==> config.mk <==
export PLATFORM = sky130hd
export DESIGN_NAME = lanetim_gen
export DESIGN_NICKNAME = d
export VERILOG_FILES = /design/src/rtl/lanetim_pkg.sv /design/src/rtl/lanetim_divider.sv /design/src/rtl/lanetim_settle.sv /design/src/rtl/lanetim_gen.sv
export SDC_FILE = /design/constraint.sdc
export NUM_CORES = 1
export LEC_CHECK = 0
export BUFFER_PORTS_ARGS = -buffer_cell sky130_fd_sc_hd__buf_2
export CORE_MARGIN = 8
export CORE_UTILIZATION = 40
export DETAILED_ROUTE_END_ITERATION = 7
export GPL_TIMING_DRIVEN = 0
export PLACE_DENSITY = 0.57
export SYNTH_ARGS = -nofsm -noshare
export SYNTH_HDL_FRONTEND = slang
export SYNTH_SLANG_ARGS = --single-unit
==> constraint.sdc <==
create_clock -name clk -period 13.5 [get_ports clk]
set_input_delay 0 -clock clk [delete_from_list [all_inputs] [get_ports clk]]
set_output_delay 0 -clock clk [all_outputs]
set_load 0.02 [all_outputs]
==> src/rtl/lanetim_pkg.sv <==
package lanetim_pkg;

    typedef enum logic [2:0] {
        S_IDLE,
        S_PREP,
        S_DZERO,
        S_CZERO,
        S_TRAIL,
        S_HOLD
    } lanetim_state_e;

    // Linear rate formulas: (MUL*rate + OFS) / DIV
    localparam int DZ_MUL = 144;
    localparam int DZ_SUB = 47500;
    localparam int DZ_DIV = 10000;
    localparam int CZ_MUL = 34;
    localparam int CZ_SUB = 2500;
    localparam int CZ_DIV = 1000;
    localparam int TR_MUL = 103;
    localparam int TR_ADD = 10000;
    localparam int TR_DIV = 10000;
    localparam int TR_MAX = 15;

    // Settle ladder: a rate below LIM[i] gives CODE[i]
    localparam int SETTLE_STEPS = 6;
    localparam int SETTLE_LIM  [SETTLE_STEPS] = '{80, 90, 125, 150, 225, 500};
    localparam int SETTLE_CODE [SETTLE_STEPS] = '{13, 12, 11, 10, 9, 8};
    localparam int SETTLE_TOP  = 7;

endpackage

==> src/rtl/lanetim_divider.sv <==
module lanetim_divider #(
    parameter int W = 21
) (
    input  logic         clk,
    input  logic         rst_n,
    input  logic         start,
    input  logic [W-1:0] num,
    input  logic [W-1:0] den,
    output logic         done,
    output logic [W-1:0] quot
);
    localparam int CW = $clog2(W + 1);

    logic [W-1:0]  rem_q;
    logic [W-1:0]  den_q;
    logic [CW-1:0] cnt_q;
    logic          run_q;
    logic [W:0]    shifted;
    logic [W+1:0]  trial;

    assign shifted = {rem_q, quot[W-1]};
    assign trial   = {1'b0, shifted} - {2'b00, den_q};

    always_ff @(posedge clk or negedge rst_n) begin
        if (!rst_n) begin
            rem_q <= '0;
            den_q <= '0;
            cnt_q <= '0;
            run_q <= 1'b0;
            done  <= 1'b0;
            quot  <= '0;
        end else begin
            done <= 1'b0;
            if (start && !run_q) begin
                rem_q <= '0;
                den_q <= den;
                quot  <= num;
                cnt_q <= CW'(W);
                run_q <= 1'b1;
            end else if (run_q) begin
                if (!trial[W+1]) begin
                    rem_q <= trial[W-1:0];
                    quot  <= {quot[W-2:0], 1'b1};
                end else begin
                    rem_q <= shifted[W-1:0];
                    quot  <= {quot[W-2:0], 1'b0};
                end
                cnt_q <= cnt_q - 1'b1;
                if (cnt_q == CW'(1)) begin
                    run_q <= 1'b0;
                    done  <= 1'b1;
                end
            end
        end
    end
endmodule

==> src/rtl/lanetim_settle.sv <==
module lanetim_settle
    import lanetim_pkg::*;
#(
    parameter int RATE_W = 11
) (
    input  logic [RATE_W-1:0] rate,
    output logic [3:0]        code
);
    logic [SETTLE_STEPS-1:0] below;

    for (genvar i = 0; i < SETTLE_STEPS; i++) begin : g_cmp
        assign below[i] = (32'(rate) < SETTLE_LIM[i]);
    end

    always_comb begin
        code = 4'(SETTLE_TOP);
        for (int i = SETTLE_STEPS - 1; i >= 0; i--) begin
            if (below[i]) code = 4'(SETTLE_CODE[i]);
        end
    end
endmodule

==> src/rtl/lanetim_gen.sv <==
module lanetim_gen
    import lanetim_pkg::*;
#(
    parameter int RATE_W = 11,
    parameter int TIME_W = 20
) (
    input  logic              clk,
    input  logic              rst_n,
    input  logic              start,
    input  logic [RATE_W-1:0] rate_mbps,
    input  logic [TIME_W-1:0] lp_period_ps,
    input  logic [TIME_W-1:0] data_prep_ps,
    input  logic [TIME_W-1:0] clk_prep_ps,
    output logic              busy,
    output logic              done,
    output logic              data_prep_err,
    output logic              clk_prep_err,
    output logic [1:0]        data_prep_code,
    output logic              clk_prep_code,
    output logic [7:0]        data_zero,
    output logic [7:0]        clk_zero,
    output logic [3:0]        trail_cnt,
    output logic [3:0]        settle_code
);
    localparam int RW    = (RATE_W + 8 > 16) ? RATE_W + 8 : 16;
    localparam int DIV_W = (TIME_W + 1 > RW) ? TIME_W + 1 : RW;
    localparam int EW    = TIME_W + 3;

    lanetim_state_e state, state_nx;

    logic [RATE_W-1:0] r_rate;
    logic [TIME_W-1:0] r_per;
    logic [TIME_W-1:0] r_prep;
    logic              launched;
    logic              accept;
    logic              div_start;
    logic              div_done;
    logic [DIV_W-1:0]  div_num;
    logic [DIV_W-1:0]  div_den;
    logic [DIV_W-1:0]  div_q;
    logic [DIV_W-1:0]  prod_dz;
    logic [DIV_W-1:0]  prod_cz;
    logic [3:0]        settle_w;

    assign accept    = start && (state == S_IDLE || state == S_HOLD);
    assign busy      = !(state == S_IDLE || state == S_HOLD);
    assign done      = (state == S_HOLD);
    assign div_start = busy && !launched;

    assign prod_dz = DIV_W'(DZ_MUL) * DIV_W'(r_rate);
    assign prod_cz = DIV_W'(CZ_MUL) * DIV_W'(r_rate);

    // Operand selection for the shared divider
    always_comb begin
        div_num = '0;
        div_den = DIV_W'(1);
        unique case (state)
            S_PREP: begin
                div_den = DIV_W'(r_per);
                if (r_prep >= r_per) div_num = DIV_W'(r_prep - r_per) << 1;
            end
            S_DZERO: begin
                div_den = DIV_W'(DZ_DIV);
                if (prod_dz > DIV_W'(DZ_SUB)) div_num = prod_dz - DIV_W'(DZ_SUB);
            end
            S_CZERO: begin
                div_den = DIV_W'(CZ_DIV);
                if (prod_cz > DIV_W'(CZ_SUB)) div_num = prod_cz - DIV_W'(CZ_SUB);
            end
            S_TRAIL: begin
                div_den = DIV_W'(TR_DIV);
                div_num = DIV_W'(TR_MUL) * DIV_W'(r_rate) + DIV_W'(TR_ADD);
            end
            S_IDLE, S_HOLD: ;
        endcase
    end

    lanetim_divider #(.W(DIV_W)) u_div (
        .clk   (clk),
        .rst_n (rst_n),
        .start (div_start),
        .num   (div_num),
        .den   (div_den),
        .done  (div_done),
        .quot  (div_q)
    );

    lanetim_settle #(.RATE_W(RATE_W)) u_settle (
        .rate (rate_mbps),
        .code (settle_w)
    );

    // State register
    always_ff @(posedge clk or negedge rst_n) begin
        if (!rst_n) state <= S_IDLE;
        else        state <= state_nx;
    end

    // Next-state logic
    always_comb begin
        state_nx = state;
        unique case (state)
            S_IDLE, S_HOLD: if (start)    state_nx = S_PREP;
            S_PREP:         if (div_done) state_nx = S_DZERO;
            S_DZERO:        if (div_done) state_nx = S_CZERO;
            S_CZERO:        if (div_done) state_nx = S_TRAIL;
            S_TRAIL:        if (div_done) state_nx = S_HOLD;
        endcase
    end

    // Output and operand registers
    always_ff @(posedge clk or negedge rst_n) begin
        if (!rst_n) begin
            r_rate         <= '0;
            r_per          <= '0;
            r_prep         <= '0;
            launched       <= 1'b0;
            data_prep_err  <= 1'b0;
            clk_prep_err   <= 1'b0;
            data_prep_code <= '0;
            clk_prep_code  <= 1'b0;
            data_zero      <= '0;
            clk_zero       <= '0;
            trail_cnt      <= '0;
            settle_code    <= '0;
        end else begin
            if (accept) begin
                r_rate        <= rate_mbps;
                r_per         <= lp_period_ps;
                r_prep        <= data_prep_ps;
                data_prep_err <= (EW'(data_prep_ps) << 1) > EW'(lp_period_ps) * EW'(5);
                clk_prep_err  <= (EW'(clk_prep_ps) << 1) > EW'(lp_period_ps) * EW'(3);
                clk_prep_code <= clk_prep_ps > lp_period_ps;
                settle_code   <= settle_w;
            end
            if (div_start) launched <= 1'b1;
            if (div_done) begin
                launched <= 1'b0;
                case (state)
                    S_PREP:  data_prep_code <= (div_q > DIV_W'(3)) ? 2'd3 : div_q[1:0];
                    S_DZERO: data_zero <= (div_q == '0) ? 8'd1 :
                                          (div_q > DIV_W'(255)) ? 8'd255 : div_q[7:0];
                    S_CZERO: clk_zero  <= (div_q == '0) ? 8'd1 :
                                          (div_q > DIV_W'(255)) ? 8'd255 : div_q[7:0];
                    S_TRAIL: trail_cnt <= (div_q == '0) ? 4'd1 :
                                          (div_q > DIV_W'(TR_MAX)) ? 4'(TR_MAX) : div_q[3:0];
                    default: ;
                endcase
            end
        end
    end
endmodule

==> impl_metrics.json <==
{
  "yosysSeqAreaShare_pct": 25.2,
  "synth.most_common_cell": "ha_1",
  "finalSetupViolCount": 0,
  "start_util_pct": 40.4,
  "yosys.area.top_type": "dfrtp_1",
  "async_flop_share_pct": 100,
  "routabilityCongestion": 0.944,
  "grt_max_degree": 111,
  "synth_ff_type": "dfrtp_1",
  "htreeDepth": 4,
  "setup.worst_path.start": "r_rate[3]",
  "fp-row-count": 71,
  "avgSynthCellArea_um2": 8.66,
  "cts.reportedPaths.clkPinSlew_ns": 0.07,
  "cts_setup_buffers": 0,
  "wl_met3_um": 2520,
  "rsz0062_at_grt": "false",
  "cp-start-kind": "flop",
  "path_class": "flop to flop",
  "insertion_delay_ns": 0.44,
  "final_nets": 2280,
  "max-cap-violations": 0,
  "netlist_area_um2": 15200,
  "cp.required_ns": 13.86,
  "setup_slack_ns": 8.14,
  "min-delay-start": "clk_prep_ps[19]",
  "hp-class": "input pin to flop",
  "antenna_found_initial": 2,
  "ctsResizeCount": 0,
  "drt_iter0_markers": 832,
  "met1_length_um": 22000,
  "cp_data_arrival_time_ns": 5.72,
  "numClockSinks": 153,
  "grt_pass1_wl_um": 72400,
  "io_pins": 105,
  "wirelength_um": 45100,
  "dieArea_um2": 44500,
  "root_buffer": "clkbuf_16",
  "slew_violations": 0,
  "clock_path_buffers": 2,
  "status": "completed",
  "routedWlPerCell_um": 18.4,
  "synth_area_leaders": "dfrtp_1, ha_1, o21ai_0",
  "final_util_pct": 46.7,
  "hold_viol_final": 0,
  "ant_nets": 0,
  "syn_nets": 2104,
  "tightest_slew_ns": 1.24,
  "synthTopCellsByCount": "ha_1, dfrtp_1, inv_1, nand2_1, o21ai_0",
  "fmax_mhz": 187,
  "worstSetupEndpointType": "flop",
  "period_minus_slack_ns": 5.36,
  "coreArea_um2": 37600,
  "critPathMaxFanout": 8,
  "num-fill-cells": 3728,
  "yosysTopAreaCellShare_pct": 25.2,
  "cts_hold_buffers": 52,
  "drc": 0,
  "port-buffer-count": 104,
  "cts_tree": "yes",
  "first_pass_iters": 7,
  "vias": 13667,
  "drive_gt1_share_pct": 9.93,
  "cts_made_buffers": 17,
  "grt_pass1_vias": 13587,
  "dr_wl_met2_um": 19800,
  "fin_setup_tns_ns": 0,
  "synthToLayoutAreaGrowth_pct": 15.4,
  "fin_skew_ns": 0.0122,
  "synth_edf_count": 0,
  "yosys_warnings": 0,
  "slew_headroom_pct": 17.0,
  "avgViaCountPerCell": 5.56,
  "die_w_um": 211,
  "hold_slack_ns": 0.0296,
  "ys_types": 80,
  "ys_ff_latch": 153,
  "syn_inst": 1755,
  "pre_cts_ws_ns": 8.24,
  "top_layer": "met4",
  "overflow": 0,
  "grt_usage_pct": 20.3,
  "reg2reg_from": "r_rate[3]",
  "finalCritPeriodShare_pct": 39.7,
  "dp_hpwl_um": 36500,
  "die_y_um": 211
}
layer usage:
| metal | vias up | GRT usage (%) |
|---|---|---|
| met4 | 0 | 5.43 |
| met1 | 6547 | 28.4 |
| met2 | 345 | 32.0 |
| li1 | 6723 | - |
| met3 | 52 | 3.62 |
| met5 | - | 0 |
per-stage QoR:
| stage | instance area, um^2 | instances |
|---|---|---|
| finish | 17500 | 2457 |
| global route | 17500 | 2456 |
| CTS | 17500 | 2455 |
| detailed placement | 16400 | 2371 |
| global placement | 16400 | 2370 |
| floorplan | 15200 | 1755 |
final timing paths:
path,endpoint,slack [ns],cells past startpoint
setup / recovery,u_div.quot[17],8.14,18
hold / removal,clk_prep_code,0.03,4
setup reg to reg,u_div.quot[17],8.14,18
hold reg to reg,trail_cnt[3],0.48,2
max in group asynchronous,r_rate[8],12.52,3
min in group asynchronous,data_zero[2],0.04,2
placed cells by master (no fill, tap or decap), types with 7 or more instances in the layout:
cell type / instances
a211o_1: 10
a211oi_1: 14
a21o_1: 44
a21oi_1: 114
a221oi_1: 9
a222oi_1: 12
a22o_1: 11
a31oi_1: 14
and2_1: 8
and3_1: 13
buf_1: 8
buf_2: 105
clkbuf_1: 35
clkbuf_16: 17
clkinv_8: 7
dfrtp_1: 153
dlygate4sd3_1: 52
fa_1: 26
ha_1: 249
inv_1: 148
mux2_2: 33
nand2_1: 148
nand2b_1: 17
nand3_1: 41
nand4_1: 20
nor2_1: 109
nor2b_1: 30
nor3_1: 36
nor4_1: 10
o211ai_1: 14
o21a_1: 18
o21ai_0: 133
o21ai_1: 24
o21bai_1: 9
o31a_1: 8
o31ai_1: 8
or3_1: 10
xnor2_1: 58
xor2_1: 53
logic make-up (layout without fill, tap and decap cells):
family | Yosys count | count (layout) | synth area share, %
compound gates | 505 | 505 | 21.6
simple gates | 479 | 479 | 15.3
fa+ha+maj | 275 | 275 | 23.9
buf+inv | 194 | 383 | 4.83
flops | 153 | 153 | 25.2
xor+xnor | 111 | 111 | 6.40
mux | 38 | 38 | 2.77
other cells | 0 | 2 | 0
sequential cells by signal (all words and copies together) (netlist names):
| signal | count |
|---|---|
| r_per | 20 |
| clk_zero | 8 |
| data_prep_code | 2 |
| r_prep | 20 |
| r_rate | 11 |
| u_div.run_q | 1 |
| clk_prep_code | 1 |
| clk_prep_err | 1 |
| state | 3 |
| launched | 1 |
| u_div.den_q | 20 |
| trail_cnt | 4 |
| u_div.done | 1 |
| data_zero | 8 |
| settle_code | 4 |
| data_prep_err | 1 |
| u_div.quot | 21 |
| u_div.rem_q | 21 |
| u_div.cnt_q | 5 |
cell type report:
class / count / area, um^2 / area share (%)
Inverter: 148 / 556 / 3.17
Timing Repair Buffer: 157 / 1080 / 6.15
Buffer: 46 / 179 / 1.02
Clock buffer: 17 / 425 / 2.43
Tap cell: 511 / 639 / 3.65
Antenna cell: 2 / 5.00 / 0.0285
Clock inverter: 15 / 194 / 1.11
Sequential cell: 153 / 3830 / 21.8
Multi-Input combinational cell: 1408 / 10600 / 60.6
critical path, cell delays in order (launching register included):
cell and delay, ns:
dfrtp_1 0.55, clkbuf_1 0.54, inv_1 0.18, ha_1 0.36
ha_1 0.28, inv_1 0.05, fa_1 0.46, fa_1 0.54
inv_1 0.04, ha_1 0.33, nor2b_1 0.16, o31a_1 0.28
o211ai_1 0.17, nand2_1 0.14, a211oi_1 0.39, o21ai_0 0.20
xor2_1 0.36, nand2_1 0.09, a31oi_1 0.15
Power is left out: the tool's default activity adds up to more than one toggle a clock period on the data nets, which glitch-free logic cannot reach.
